File: config.mk
export PLATFORM = sky130hd
export DESIGN_NAME = dwatch_unit
export DESIGN_NICKNAME = d
export VERILOG_FILES = /design/src/rtl/dwu_pkg.sv /design/src/rtl/dwu_channel.sv /design/src/rtl/dwu_fsm.sv /design/src/rtl/dwatch_unit.sv
export SDC_FILE = /design/constraint.sdc
export NUM_CORES = 1
export LEC_CHECK = 0
export ABC_AREA = 1
export BUFFER_PORTS_ARGS = -buffer_cell sky130_fd_sc_hd__buf_2
export CELL_PAD_IN_SITES_DETAIL_PLACEMENT = 1
export CELL_PAD_IN_SITES_GLOBAL_PLACEMENT = 1
export CORE_UTILIZATION = 34
export DETAILED_ROUTE_END_ITERATION = 7
export GPL_ROUTABILITY_DRIVEN = 0
export PLACE_DENSITY = 0.82
export SLEW_MARGIN = 20
export SYNTH_ARGS = -nofsm -noshare
export SYNTH_HDL_FRONTEND = slang
export SYNTH_HIERARCHICAL = 1
export SYNTH_SLANG_ARGS = --single-unit
export TNS_END_PERCENT = 10
File: constraint.sdc
create_clock -name clk -period 1.39 [get_ports clk]
set_input_delay 0.278 -clock clk [delete_from_list [all_inputs] [get_ports clk]]
set_output_delay 0.278 -clock clk [all_outputs]
set_load 0.005 [all_outputs]
File: src/rtl/dwu_pkg.sv
package dwu_pkg;
    localparam int DATA_W   = 32;
    localparam int MASK_W   = 6;
    localparam int NUM_CH   = 2;
    localparam int CAUSE_W  = 16;
    localparam int LD_BIT   = 30;
    localparam int ST_BIT   = 31;
    localparam int DBRK_BIT = 2;
    localparam int CH1_BIT  = 8;

    typedef enum logic [1:0] {
        ST_ARMED   = 2'd0,
        ST_SIGNAL  = 2'd1,
        ST_PENDING = 2'd2
    } wp_state_e;
endpackage

File: src/rtl/dwu_channel.sv
module dwu_channel #(
    parameter int ADDR_W = 32,
    parameter int MASK_W = 6
) (
    input  logic              clk,
    input  logic              rst_n,
    input  logic              wr_base,
    input  logic              wr_ctrl,
    input  logic [ADDR_W-1:0] wdata,
    input  logic [MASK_W-1:0] new_mask,
    input  logic              new_ld,
    input  logic              new_st,
    input  logic              acc_vld,
    input  logic [ADDR_W-1:0] acc_addr,
    input  logic              acc_store,
    output logic              hit
);
    localparam int HI_W = ADDR_W - MASK_W;

    logic [ADDR_W-1:0] base_q;
    logic [MASK_W-1:0] mask_q;
    logic              ld_q;
    logic              st_q;
    logic [ADDR_W-1:0] cmp_mask;
    logic              kind_ok;

    always_ff @(posedge clk) begin
        if (!rst_n) begin
            base_q <= '0;
            mask_q <= '0;
            ld_q   <= 1'b0;
            st_q   <= 1'b0;
        end else begin
            if (wr_base) base_q <= wdata;
            if (wr_ctrl) begin
                mask_q <= new_mask;
                ld_q   <= new_ld;
                st_q   <= new_st;
            end
        end
    end

    always_comb begin
        cmp_mask = {{HI_W{1'b1}}, mask_q};
        kind_ok  = acc_store ? st_q : ld_q;
        hit      = acc_vld && kind_ok && (((acc_addr ^ base_q) & cmp_mask) == '0);
    end
endmodule

File: src/rtl/dwu_fsm.sv
module dwu_fsm
    import dwu_pkg::*;
#(
    parameter int NCH = 2
) (
    input  logic               clk,
    input  logic               rst_n,
    input  logic [NCH-1:0]     hit,
    input  logic               clr,
    output logic               dbg_req,
    output logic [CAUSE_W-1:0] cause
);
    wp_state_e state_q, state_d;

    always_comb begin
        state_d = state_q;
        unique case (state_q)
            ST_ARMED:   if (|hit) state_d = ST_SIGNAL;
            ST_SIGNAL:  state_d = clr ? ST_ARMED : ST_PENDING;
            ST_PENDING: if (clr) state_d = ST_ARMED;
            default:    state_d = ST_ARMED;
        endcase
    end

    always_ff @(posedge clk) begin
        if (!rst_n) state_q <= ST_ARMED;
        else        state_q <= state_d;
    end

    always_ff @(posedge clk) begin
        if (!rst_n) begin
            cause <= '0;
        end else if (state_q == ST_ARMED && (|hit)) begin
            cause           <= '0;
            cause[DBRK_BIT] <= 1'b1;
            cause[CH1_BIT]  <= ~hit[0];
        end else if (clr) begin
            cause <= '0;
        end
    end

    always_comb begin
        dbg_req = (state_q == ST_SIGNAL);
    end
endmodule

File: src/rtl/dwatch_unit.sv
module dwatch_unit
    import dwu_pkg::*;
(
    input  logic               clk,
    input  logic               rst_n,
    input  logic               cfg_we,
    input  logic [2:0]         cfg_addr,
    input  logic [DATA_W-1:0]  cfg_wdata,
    output logic               cfg_err,
    input  logic               mem_vld,
    input  logic [DATA_W-1:0]  mem_addr,
    input  logic               mem_store,
    output logic               dbg_req,
    output logic [CAUSE_W-1:0] cause
);
    logic [NUM_CH-1:0] hit;
    logic              ctrl_sel;
    logic              ctrl_bad;
    logic              clr;

    always_comb begin
        ctrl_sel = cfg_we && !cfg_addr[2] && cfg_addr[0];
        ctrl_bad = |cfg_wdata[LD_BIT-1:MASK_W];
        clr      = cfg_we && cfg_addr[2];
    end

    always_ff @(posedge clk) begin
        if (!rst_n) cfg_err <= 1'b0;
        else        cfg_err <= ctrl_sel && ctrl_bad;
    end

    for (genvar c = 0; c < NUM_CH; c++) begin : g_ch
        logic sel;
        assign sel = cfg_we && !cfg_addr[2] && (cfg_addr[1] == c[0]);
        dwu_channel #(
            .ADDR_W (DATA_W),
            .MASK_W (MASK_W)
        ) u_ch (
            .clk       (clk),
            .rst_n     (rst_n),
            .wr_base   (sel && !cfg_addr[0]),
            .wr_ctrl   (sel && cfg_addr[0] && !ctrl_bad),
            .wdata     (cfg_wdata),
            .new_mask  (cfg_wdata[MASK_W-1:0]),
            .new_ld    (cfg_wdata[LD_BIT]),
            .new_st    (cfg_wdata[ST_BIT]),
            .acc_vld   (mem_vld),
            .acc_addr  (mem_addr),
            .acc_store (mem_store),
            .hit       (hit[c])
        );
    end

    dwu_fsm #(
        .NCH (NUM_CH)
    ) u_fsm (
        .clk     (clk),
        .rst_n   (rst_n),
        .hit     (hit),
        .clr     (clr),
        .dbg_req (dbg_req),
        .cause   (cause)
    );
endmodule

==> results of run 1 <==
## final timing paths
path,endpoint,cells past startpoint
min reg2reg,g_ch[0].u_ch/base_q[31]$_SDFFE_PN0P_,2
min,g_ch[1].u_ch/base_q[15]$_SDFFE_PN0P_,3
max,u_fsm/cause[2]$_SDFFE_PN0P_,12
max reg2reg,u_fsm/cause[2]$_SDFFE_PN0P_,12
## power groups by stage
stage / Clock (uW) / Combinational (uW) / Sequential (uW)
floorplan: 0 / 353 / 2590
global placement: 0 / 627 / 2590
detailed placement: 0 / 659 / 2600
CTS: 2570 / 668 / 2540
global route: 2690 / 757 / 2550
finish: 2520 / 677 / 2540
## cells in the final DEF, fill, tap and decap left out
master	n
a21oi_1	39
buf_12	3
buf_2	75
buf_4	30
bufinv_16	1
clkbuf_1	1
clkbuf_16	9
clkbuf_8	3
clkinv_2	1
clkinvlp_4	1
conb_1	14
dfxtp_1	74
dfxtp_2	11
inv_1	71
inv_2	28
nand2_1	148
nand2_2	6
nand3_1	16
nand3_2	1
nor2_1	149
nor2_2	13
nor2_4	1
nor3_1	2
o21ai_0	48
o21ai_1	50
o21ai_2	3
or2_1	6
xor2_1	4
## worst reg2reg max path: stages (launching register included)
cell and delay (ps):
dfxtp_2 340, nand2_1 70, inv_2 60, nor2_2 40, nor2_2 120, nand2_1 80
nor2_1 120, nand2_1 80, nor2_2 130, inv_1 60, nand2_2 70, nand2_2 60
o21ai_2 140
## area by class of cell
| cell class | count | area, um^2 |
|---|---|---|
| well taps | 168 | 210 |
| inverters | 99 | 372 |
| clock buffers | 13 | 270 |
| repair buffers | 108 | 661 |
| flip-flops and latches | 85 | 1720 |
| clock inverters | 3 | 42.5 |
| multi-input cells | 500 | 2180 |
| fillers | 1678 | 6810 |
## kinds of logic after synthesis
logic type      after synthesis  synth area share, %
compound gates              140                 16.2
xor+xnor                      4                0.805
buf+inv                     133                 13.1
flops                        85                 39.1
other cells                   1               0.0862
simple gates                342                 30.7
## stage by stage
stage | cell area, um^2 | setup slack (ps) | setup TNS, ps
2_1_floorplan | 4400 | 31.0 | 0
3_3_place_gp | 5060 | -136 | -1600
3_5_place_dp | 5060 | -215 | -3890
4_1_cts | 5390 | -66.9 | -120
5_1_grt | 5450 | -150 | -392
6_report | 5450 | -52.6 | -90.9
## state kept, by name, indices dropped and copies added, names as in the netlist
name,flops
cfg_err,1
g_ch.u_ch/base_q,64
u_fsm/cause,2
u_fsm/state_q,2
g_ch.u_ch/st_q,2
g_ch.u_ch/mask_q,12
g_ch.u_ch/ld_q,2
## layer usage
layer	wire length, um	part of all wire [%]	vias to the layer above	GRT usage (%)
li1	-	-	2345	-
met1	6060	42	2215	25.3
met2	7340	51	94	42.2
met3	606	4.2	29	5.80
met4	336	2.3	2	8.92
met5	13	0.091	-	0
## Yosys cell counts, drive strengths merged
library cell	number
nor2	163
nand2	154
o21ai	101
inv	99
dfxtp	85
a21oi	39
buf	30
nand3	17
or2	6
clkbuf	4
xor2	4
nor3	2
conb	1
## repair_timing
action / CTS / global route
setup endpoints to repair: 3 / 3
setup buffers: 0 / 1
resized for setup: 8 / 24
pin swaps: 6 / 20
==> out/qor.txt, run 1 <==
status -> finished, violations left
violated checks -> setup timing
initial core utilization -> 35.5%
initial antenna violation count -> 1
Synth Instances -> 705
H-tree depth -> 3
Pwr Total -> 5740 uW
CP Launch Type -> register
Remaining DRCs -> 0
clock buffer depth -> 2
grt total ovfl -> 0
Sw Share -> 25.1%
fraction of layout cells with a size suffix above 1 -> 23.0%
Crit Path Category -> register to register
synthesized flop and latch total -> 85
CTS tree -> yes
Antenna diodes -> 0
pin count of the biggest net entering global routing -> 86
Power Internal -> 4300 uW
Syn Std Cell Area -> 0.00435 mm^2
period utilisation layout -> 104%
vias in the first global route -> 4,886
initial DRC count -> 218
Net Switching -> 1440 uW
Seq/Total Area, Yosys -> 39.1%
DRT Pass-1 Iters -> 4
PortBufs -> 75
Peak Freq -> 0.693 GHz
WL per Instance -> 14.7 um
Unique masters post-synth -> 19
CTS Sinks -> 85
antenna-violating nets left -> 0
drt total wl -> 14.4 mm
Pleak -> 0.00268 uW
number of core rows -> 40
Final nets -> 875
CP max stage delay -> 340 ps
reg2reg start -> g_ch[0].u_ch/base_q[8]$_SDFFE_PN0P_
final cell count without fillers -> 976
Clock transition at path regs -> 60 ps
GR Util All Layers -> 23.0%
Avg Cell Area, Syn -> 6.17 um^2
DR vias -> 4,685
Max-Cap Viols -> 0
Combinational Power Share -> 11.8%
Fin Clk Skew -> 5.92 ps
Root Driver -> clkbuf_16
die area -> 0.0133 mm^2
share of the synthesized area in the top cell type -> 39.1%
number of buffers and inverters on the critical path -> 2
PwrDens -> 1050 mW/mm^2
min Tclk post-route -> 1440 ps
final core occ -> 44.5%
Placeable Area -> 0.0123 mm^2
max-slew violation count -> 0
final hold vios -> 0
Worst setup EP type -> register
Peak VDD IR -> 0.000752 V
die width -> 115 um
Critical Path Source -> g_ch[0].u_ch/base_q[8]$_SDFFE_PN0P_
CP Data Arrival Time -> 1720 ps
I/O pins -> 90
cts bufs inserted -> 9
min setup slack post-route -> -52.6 ps
Final setup viols -> 2
reg2reg setup slack -> -50 ps
Worst Hold Launch -> cfg_wdata[15]
WP data required -> 1660 ps
critical path peak fanout -> 3
Area contributors post-synth -> dfxtp_1 39%, nor2_1 14%, nand2_1 13%, inv_1 6.3%, o21ai_1 6.0%
synth warn -> 6
dpl cells -> 959
worst hold path class -> input pin to register
Area Growth Syn to Fin -> 25.3%
post-synth top area cell -> dfxtp_1
die height -> 115 um
part of the power in the clock network -> 43.9%
Clk Latency, worst-skew pair -> 350 ps
cells along the critical path -> nand2_1, inv_2, nor2_2, nor2_2, nand2_1, nor2_1, nand2_1, nor2_2, inv_1, nand2_2, nand2_2, o21ai_2
Fin Hold WS -> 199 ps
RSZ-0062 raised after global routing -> true
first-pass GRT wire length -> 23.0 mm
slowest CP cell -> dfxtp_2
CP delay by family, top -> simple AND/OR/NAND/NOR gates
vias per cell -> 4.80
Detail Placement HPWL -> 10.7 mm
cts hold-fix bufs -> 0
Sequential Power Share -> 44.3%
(Power assumes the default switching activity.)
==> inputs of run 2 (changes only) <==
RECOVER_POWER = 50   (was unset)
==> run 2 against run 1 <==
The flow still finishes with violations (setup timing). Combinational power shrank 0.6%. Maximum frequency is 0.85% lower. Sequential cell count unchanged. Critical endpoint unchanged. Largest power group unchanged.
==> out/qor.txt, run 2 (synthesis results as in run 1) <==
status -> finished, violations left
violated checks -> setup timing
min setup slack post-route -> -65.0 ps (-12.4 ps)
GRT Max-Usage Layer -> met2
critical path peak fanout -> 3 (unchanged)
fraction of layout cells with a size suffix above 1 -> 22.6% (-0.37 points)
cts bufs inserted -> 9 (unchanged)
WL per Instance -> 14.7 um (+0.20%)
number of core rows -> 40 (unchanged)
cts hold-fix bufs -> 0 (unchanged)
Root Driver -> clkbuf_16
RSZ-0062 raised after global routing -> true
clock buffer depth -> 2 (unchanged)
die height -> 115 um (unchanged)
Peak VDD IR -> 0.000752 V (about the same)
max reg flops -> 64 (unchanged)
Crit Path Category -> register to register
final hold vios -> 0 (unchanged)
initial DRC count -> 209 (-4.1%)
antenna-violating nets left -> 0 (unchanged)
Largest Register -> g_ch.u_ch/base_q
Clock transition at path regs -> 60 ps (about the same)
pin count of the biggest net entering global routing -> 86 (unchanged)
cells along the critical path -> nand2_1, inv_2, nor2_2, nor2_2, nand2_1, nor2_1, nand2_1, nor2_2, inv_1, nand2_2, nand2_2, o21ai_2
worst slack, placed -> -215 ps (unchanged)
Clk Latency, worst-skew pair -> 350 ps (about the same)
Worst setup EP type -> register
slowest CP cell -> dfxtp_2
first-pass GRT wire length -> 23.0 mm (unchanged)
GR Util All Layers -> 23.0% (unchanged)
Remaining DRCs -> 0 (unchanged)
Peak Freq -> 0.687 GHz (-0.85%)
CTS Sinks -> 85 (unchanged)
vias in the first global route -> 4,886 (unchanged)
Detail Placement HPWL -> 10.7 mm (unchanged)
Max-Cap Viols -> 0 (unchanged)
dpl cells -> 959 (unchanged)
CP delay by family, top -> simple AND/OR/NAND/NOR gates
number of buffers and inverters on the critical path -> 2 (unchanged)
worst hold path class -> input pin to register
Antenna diodes -> 0 (unchanged)
Final nets -> 875 (unchanged)
grt total ovfl -> 0 (unchanged)
vias per cell -> 4.80 (unchanged)
GRT met2 Usage -> 42.2% (unchanged)
Pleak -> 0.00267 uW (-0.58%)
period utilisation layout -> 105% (+0.89 points)
Final setup viols -> 3 (+1)
most frequent cells in the layout -> 150 x nor2_1, 148 x nand2_1, 74 x dfxtp_1, 74 x buf_2, 71 x inv_1
WP data required -> 1660 ps (about the same)
initial core utilization -> 35.5% (unchanged)
CTS tree -> yes
Fin Clk Skew -> 5.23 ps (-0.700 ps)
final cell count without fillers -> 976 (unchanged)
CP Launch Type -> register
die width -> 115 um (unchanged)
met1 GRT Util -> 25.3% (unchanged)
Area Growth Syn to Fin -> 24.8%
PortBufs -> 75 (unchanged)
drt total wl -> 14.4 mm (+0.20%)
CP max stage delay -> 340 ps (about the same)
routing usage on met3 -> 5.80% (unchanged)
die area -> 0.0133 mm^2 (unchanged)
Placeable Area -> 0.0123 mm^2 (unchanged)
H-tree depth -> 3 (unchanged)
commonest non-fill, non-tap cell in the layout -> nor2_1
min Tclk post-route -> 1450 ps (+12.4 ps)
CP Data Arrival Time -> 1730 ps (about the same)
max-slew violation count -> 0 (unchanged)
DRT Pass-1 Iters -> 4 (unchanged)
PwrDens -> 1060 mW/mm^2 (+0.34%)
I/O pins -> 90 (unchanged)
initial antenna violation count -> 1 (unchanged)
biggest regs -> g_ch.u_ch/base_q x64, g_ch.u_ch/mask_q x12
DR vias -> 4,685 (unchanged)
run 2: changes by cell type in the layout (fill, tap and decap cells not counted), sizes merged:
cell | previous run | this run
clkbuf | 13 | 16
buf | 108 | 105
run 2: worst reg2reg max path, delay by kind of cell (launching register included):
family                 cells  cell delay [ps]
AO/OA/AOI/OAI              1              140
AND/OR/NAND/NOR            9              770
buffers and inverters      2              130
flip-flops                 1              340
run 2: power breakdown:
group / leakage [uW] / switching, uW / internal (uW)
combinational: 0.00182 / 416 / 257
sequential: 0.000694 / 40.3 / 2500
clock: 0.000152 / 982 / 1540
run 2: worst paths after layout:
path                                                           start                              endpoint  slack [ps]  cells after the start
worst max-delay path             g_ch[0].u_ch/base_q[8]$_SDFFE_PN0P_           u_fsm/cause[2]$_SDFFE_PN0P_         -60                     12
worst min-delay path                                   cfg_wdata[15]  g_ch[1].u_ch/base_q[15]$_SDFFE_PN0P_         200                      3
worst max register to register   g_ch[0].u_ch/base_q[8]$_SDFFE_PN0P_           u_fsm/cause[2]$_SDFFE_PN0P_         -60                     12
worst min register to register  g_ch[0].u_ch/base_q[31]$_SDFFE_PN0P_  g_ch[0].u_ch/base_q[31]$_SDFFE_PN0P_         460                      2
run 2: layer usage:
metal | wire (um) | part of all wire (%)
met1 | 6130 | 43
met2 | 7350 | 51
met3 | 533 | 3.7
met4 | 352 | 2.4
met5 | 13 | 0.090
run 2: timing repair:
item / in CTS / in global routing
endpoints found under the setup margin: 3 / 3
buffers inserted: 0 / 1
gates resized for setup: 8 / 24
pin swaps: 6 / 20
gates cloned: 0 / 0
run 2: through the flow:
step	TNS (ps)	hold WS, ps	total power, uW	instance area (um^2)	utilization [%]
after floorplan	0	404	2940	4400	-
after global placement	-1600	447	3220	5060	41.3
after detailed placement	-3890	456	3250	5060	41.3
after CTS	-120	186	5780	5390	44.0
after global routing	-1020	203	5990	5430	44.3
final	-121	199	5740	5430	44.3
run 2: cell type report:
class,count,area (um^2)
flip-flops and latches,85,1720
inverters,99,372
well taps,168,210
clock inverters,3,42.5
multi-input cells,500,2180
clock buffers,13,270
fillers,1679,6830
repair buffers,108,641
==> inputs of run 3 (changes only) <==
BUFFER_PORTS_ARGS = -buffer_cell sky130_fd_sc_hd__buf_4   (was -buffer_cell sky130_fd_sc_hd__buf_2)
CORE_UTILIZATION = 38   (was 34)
PLACE_DENSITY = 0.87   (was 0.82)
clock period = 1.65 ns   (was 1.39 ns; I/O delays follow)
==> run 3 against run 2 <==
The flow now finishes without violations. Critical path depth shrank 4. Clock skew grew 0.66 ps. Via count shrank 1.9%. Sequential cell count is the same. Cell count shrank 5.3%. Die area shrank 10%. Worst hold slack gained 48 ps. Design area shrank 2.0%. Global-route usage grew 2.4 points.
==> out/qor.txt, run 3 (synthesis results as in run 1) <==
Peak Freq -> 0.654 GHz
fraction of layout cells with a size suffix above 1 -> 17.1% (-5.6 points)
initial core utilization -> 39.6% (+4.1 points)
status -> completed
Peak VDD IR -> 0.000540 V (-28%)
number of core rows -> 38 (-5.0%)
Reg2Reg Depth -> 10 (-2)
fill cell count -> 1,493 (-11%)
CP most frequent cell -> clkbuf_4
Sw Share -> 26.3% (+1.3 points)
Crit Path Category -> input pin to register
Fin Clk Skew -> 5.88 ps (+0.659 ps)
initial DRC count -> 180 (-14%)
initial antenna violation count -> 0 (-1)
GR Util All Layers -> 25.3% (+2.4 points)
CP max stage delay -> 300 ps (-40 ps)
final core occ -> 48.5% (+4.2 points)
Antenna diodes -> 0 (unchanged)
grt total ovfl -> 0 (unchanged)
Pleak -> 0.00260 uW (-2.6%)
Hold Path Cell Cnt -> 3 (unchanged)
vias per cell -> 4.97 (+3.6%)
first-pass GRT wire length -> 23.0 mm (about the same)
Detail Placement HPWL -> 10.4 mm (-2.8%)
multi-input logic area -> 0.00214 mm^2 (-1.7%)
final hold vios -> 0 (unchanged)
clock buffer depth -> 2 (unchanged)
Max-Cap Viols -> 0 (unchanged)
most frequent cells in the layout -> 158 x nor2_1, 152 x nand2_1, 85 x dfxtp_1, 75 x buf_4, 73 x inv_1
GRT Max-Usage Layer -> met2
cts bufs inserted -> 9 (unchanged)
WP data required -> 1860 ps (+200 ps)
post-route setup TNS -> 0 ps (+121 ps)
PwrDens -> 898 mW/mm^2 (-15%)
Remaining DRCs -> 0 (unchanged)
number of buffers and inverters on the critical path -> 4 (+2)
Placeable Area -> 0.0110 mm^2 (-10%)
Area Growth Syn to Fin -> 22.3%
die height -> 109 um (-5.3%)
max-slew violation count -> 0 (unchanged)
Combinational Power Share -> 11.8% (about the same)
cts hold-fix bufs -> 0 (unchanged)
WL per Instance -> 15.5 um (+5.0%)
Power Internal -> 3520 uW (-18%)
max reg flops -> 64 (unchanged)
die width -> 109 um (-5.3%)
Clk Latency, worst-skew pair -> 330 ps (-20 ps)
GRT met2 Usage -> 46.0% (+3.9 points)
critical path depth -> 8 (-4)
Clock transition at path regs -> 70 ps (about the same)
Net Switching -> 1260 uW (-13%)
Largest Register -> g_ch.u_ch/base_q
Pwr Total -> 4780 uW (-17%)
vias in the first global route -> 4,753 (-2.7%)
PortBufs -> 75 (unchanged)
DR vias -> 4,596 (-1.9%)
commonest non-fill, non-tap cell in the layout -> nor2_1
period utilisation layout -> 92.7%
worst hold path class -> input pin to register
met1 GRT Util -> 30.4% (+5.1 points)
CTS Sinks -> 85 (unchanged)
critical path peak fanout -> 34 (+31)
Final setup viols -> 0 (-3)
routing usage on met3 -> 3.11% (-2.7 points)
Worst setup EP type -> register
biggest regs -> g_ch.u_ch/base_q x64, g_ch.u_ch/mask_q x12
Root Driver -> clkbuf_16
H-tree depth -> 3 (unchanged)
min Tclk post-route -> 1530 ps
die area -> 0.0119 mm^2 (-10%)
drt total wl -> 14.3 mm (-0.55%)
DRT Pass-1 Iters -> 4 (unchanged)
slowest CP cell -> clkbuf_4
pin count of the biggest net entering global routing -> 86 (unchanged)
CTS tree -> yes
I/O pins -> 90 (unchanged)
sequential cell area -> 0.00170 mm^2 (-0.80%)
CP Launch Type -> input pin
CP Data Arrival Time -> 1740 ps (about the same)
antenna-violating nets left -> 0 (unchanged)
Sequential Power Share -> 44.8% (+0.4 points)
cells along the critical path -> clkbuf_4, nor2_1, inv_1, nor3_1, inv_2, clkbuf_4, o21ai_0, a21oi_1
Final nets -> 851 (-2.7%)
CP delay by family, top -> buffers and inverters
part of the power in the clock network -> 43.4% (-0.5 points)
run 3: cell type report:
type | instances | share of cell area, %
Clock buffer | 9 | 4.23
Clock inverter | 7 | 1.39
Inverter | 99 | 6.98
Multi-Input combinational cell | 500 | 40.2
Sequential cell | 85 | 32.0
Tap cell | 140 | 3.29
Timing Repair Buffer | 84 | 11.9
run 3: repair_timing:
action	in CTS	in global routing
setup endpoints to repair	0	3
resized for setup	0	5
setup buffers	0	0
run 3: metrics by stage:
step | hold slack (ps) | worst slack [ps] | std cells | area, um^2
4_1_cts | 243 | 111 | 924 | 5340
6_report | 246 | 121 | 924 | 5320
5_1_grt | 251 | -3.52 | 924 | 5320
3_5_place_dp | 452 | -110 | 908 | 5040
2_1_floorplan | 436 | 239 | 718 | 4400
3_3_place_gp | 443 | -47.8 | 908 | 5040
run 3: worst paths after layout:
path	from	endpoint	slack, ps
worst min-delay path	cfg_wdata[21]	g_ch[1].u_ch/base_q[21]$_SDFFE_PN0P_	250
worst max-delay path	cfg_addr[2]	g_ch[0].u_ch/base_q[20]$_SDFFE_PN0P_	120
worst min register to register	g_ch[1].u_ch/base_q[22]$_SDFFE_PN0P_	g_ch[1].u_ch/base_q[22]$_SDFFE_PN0P_	470
worst max register to register	g_ch[0].u_ch/base_q[4]$_SDFFE_PN0P_	u_fsm/cause[2]$_SDFFE_PN0P_	140
run 3: power groups by stage:
stage / registers (uW) / clock network [uW] / logic, uW
floorplan: 2180 / 0 / 297
global placement: 2180 / 0 / 540
detailed placement: 2190 / 0 / 564
CTS: 2140 / 2090 / 572
global route: 2150 / 2180 / 630
finish: 2140 / 2070 / 562
run 3: layer usage:
metal	part of all wire (%)	wire, um
met1	43	6180
met2	51	7350
met3	3.5	495
met4	1.9	277
met5	0	0
run 3: worst register-to-register path: cells and delay by family, from the launching register on:
family                 cells  cell delay (ps)
AOI/OAI and AO/OA          1              100
buffers and inverters      1               70
DFF                        1              320
and+or+nand+nor            8              950
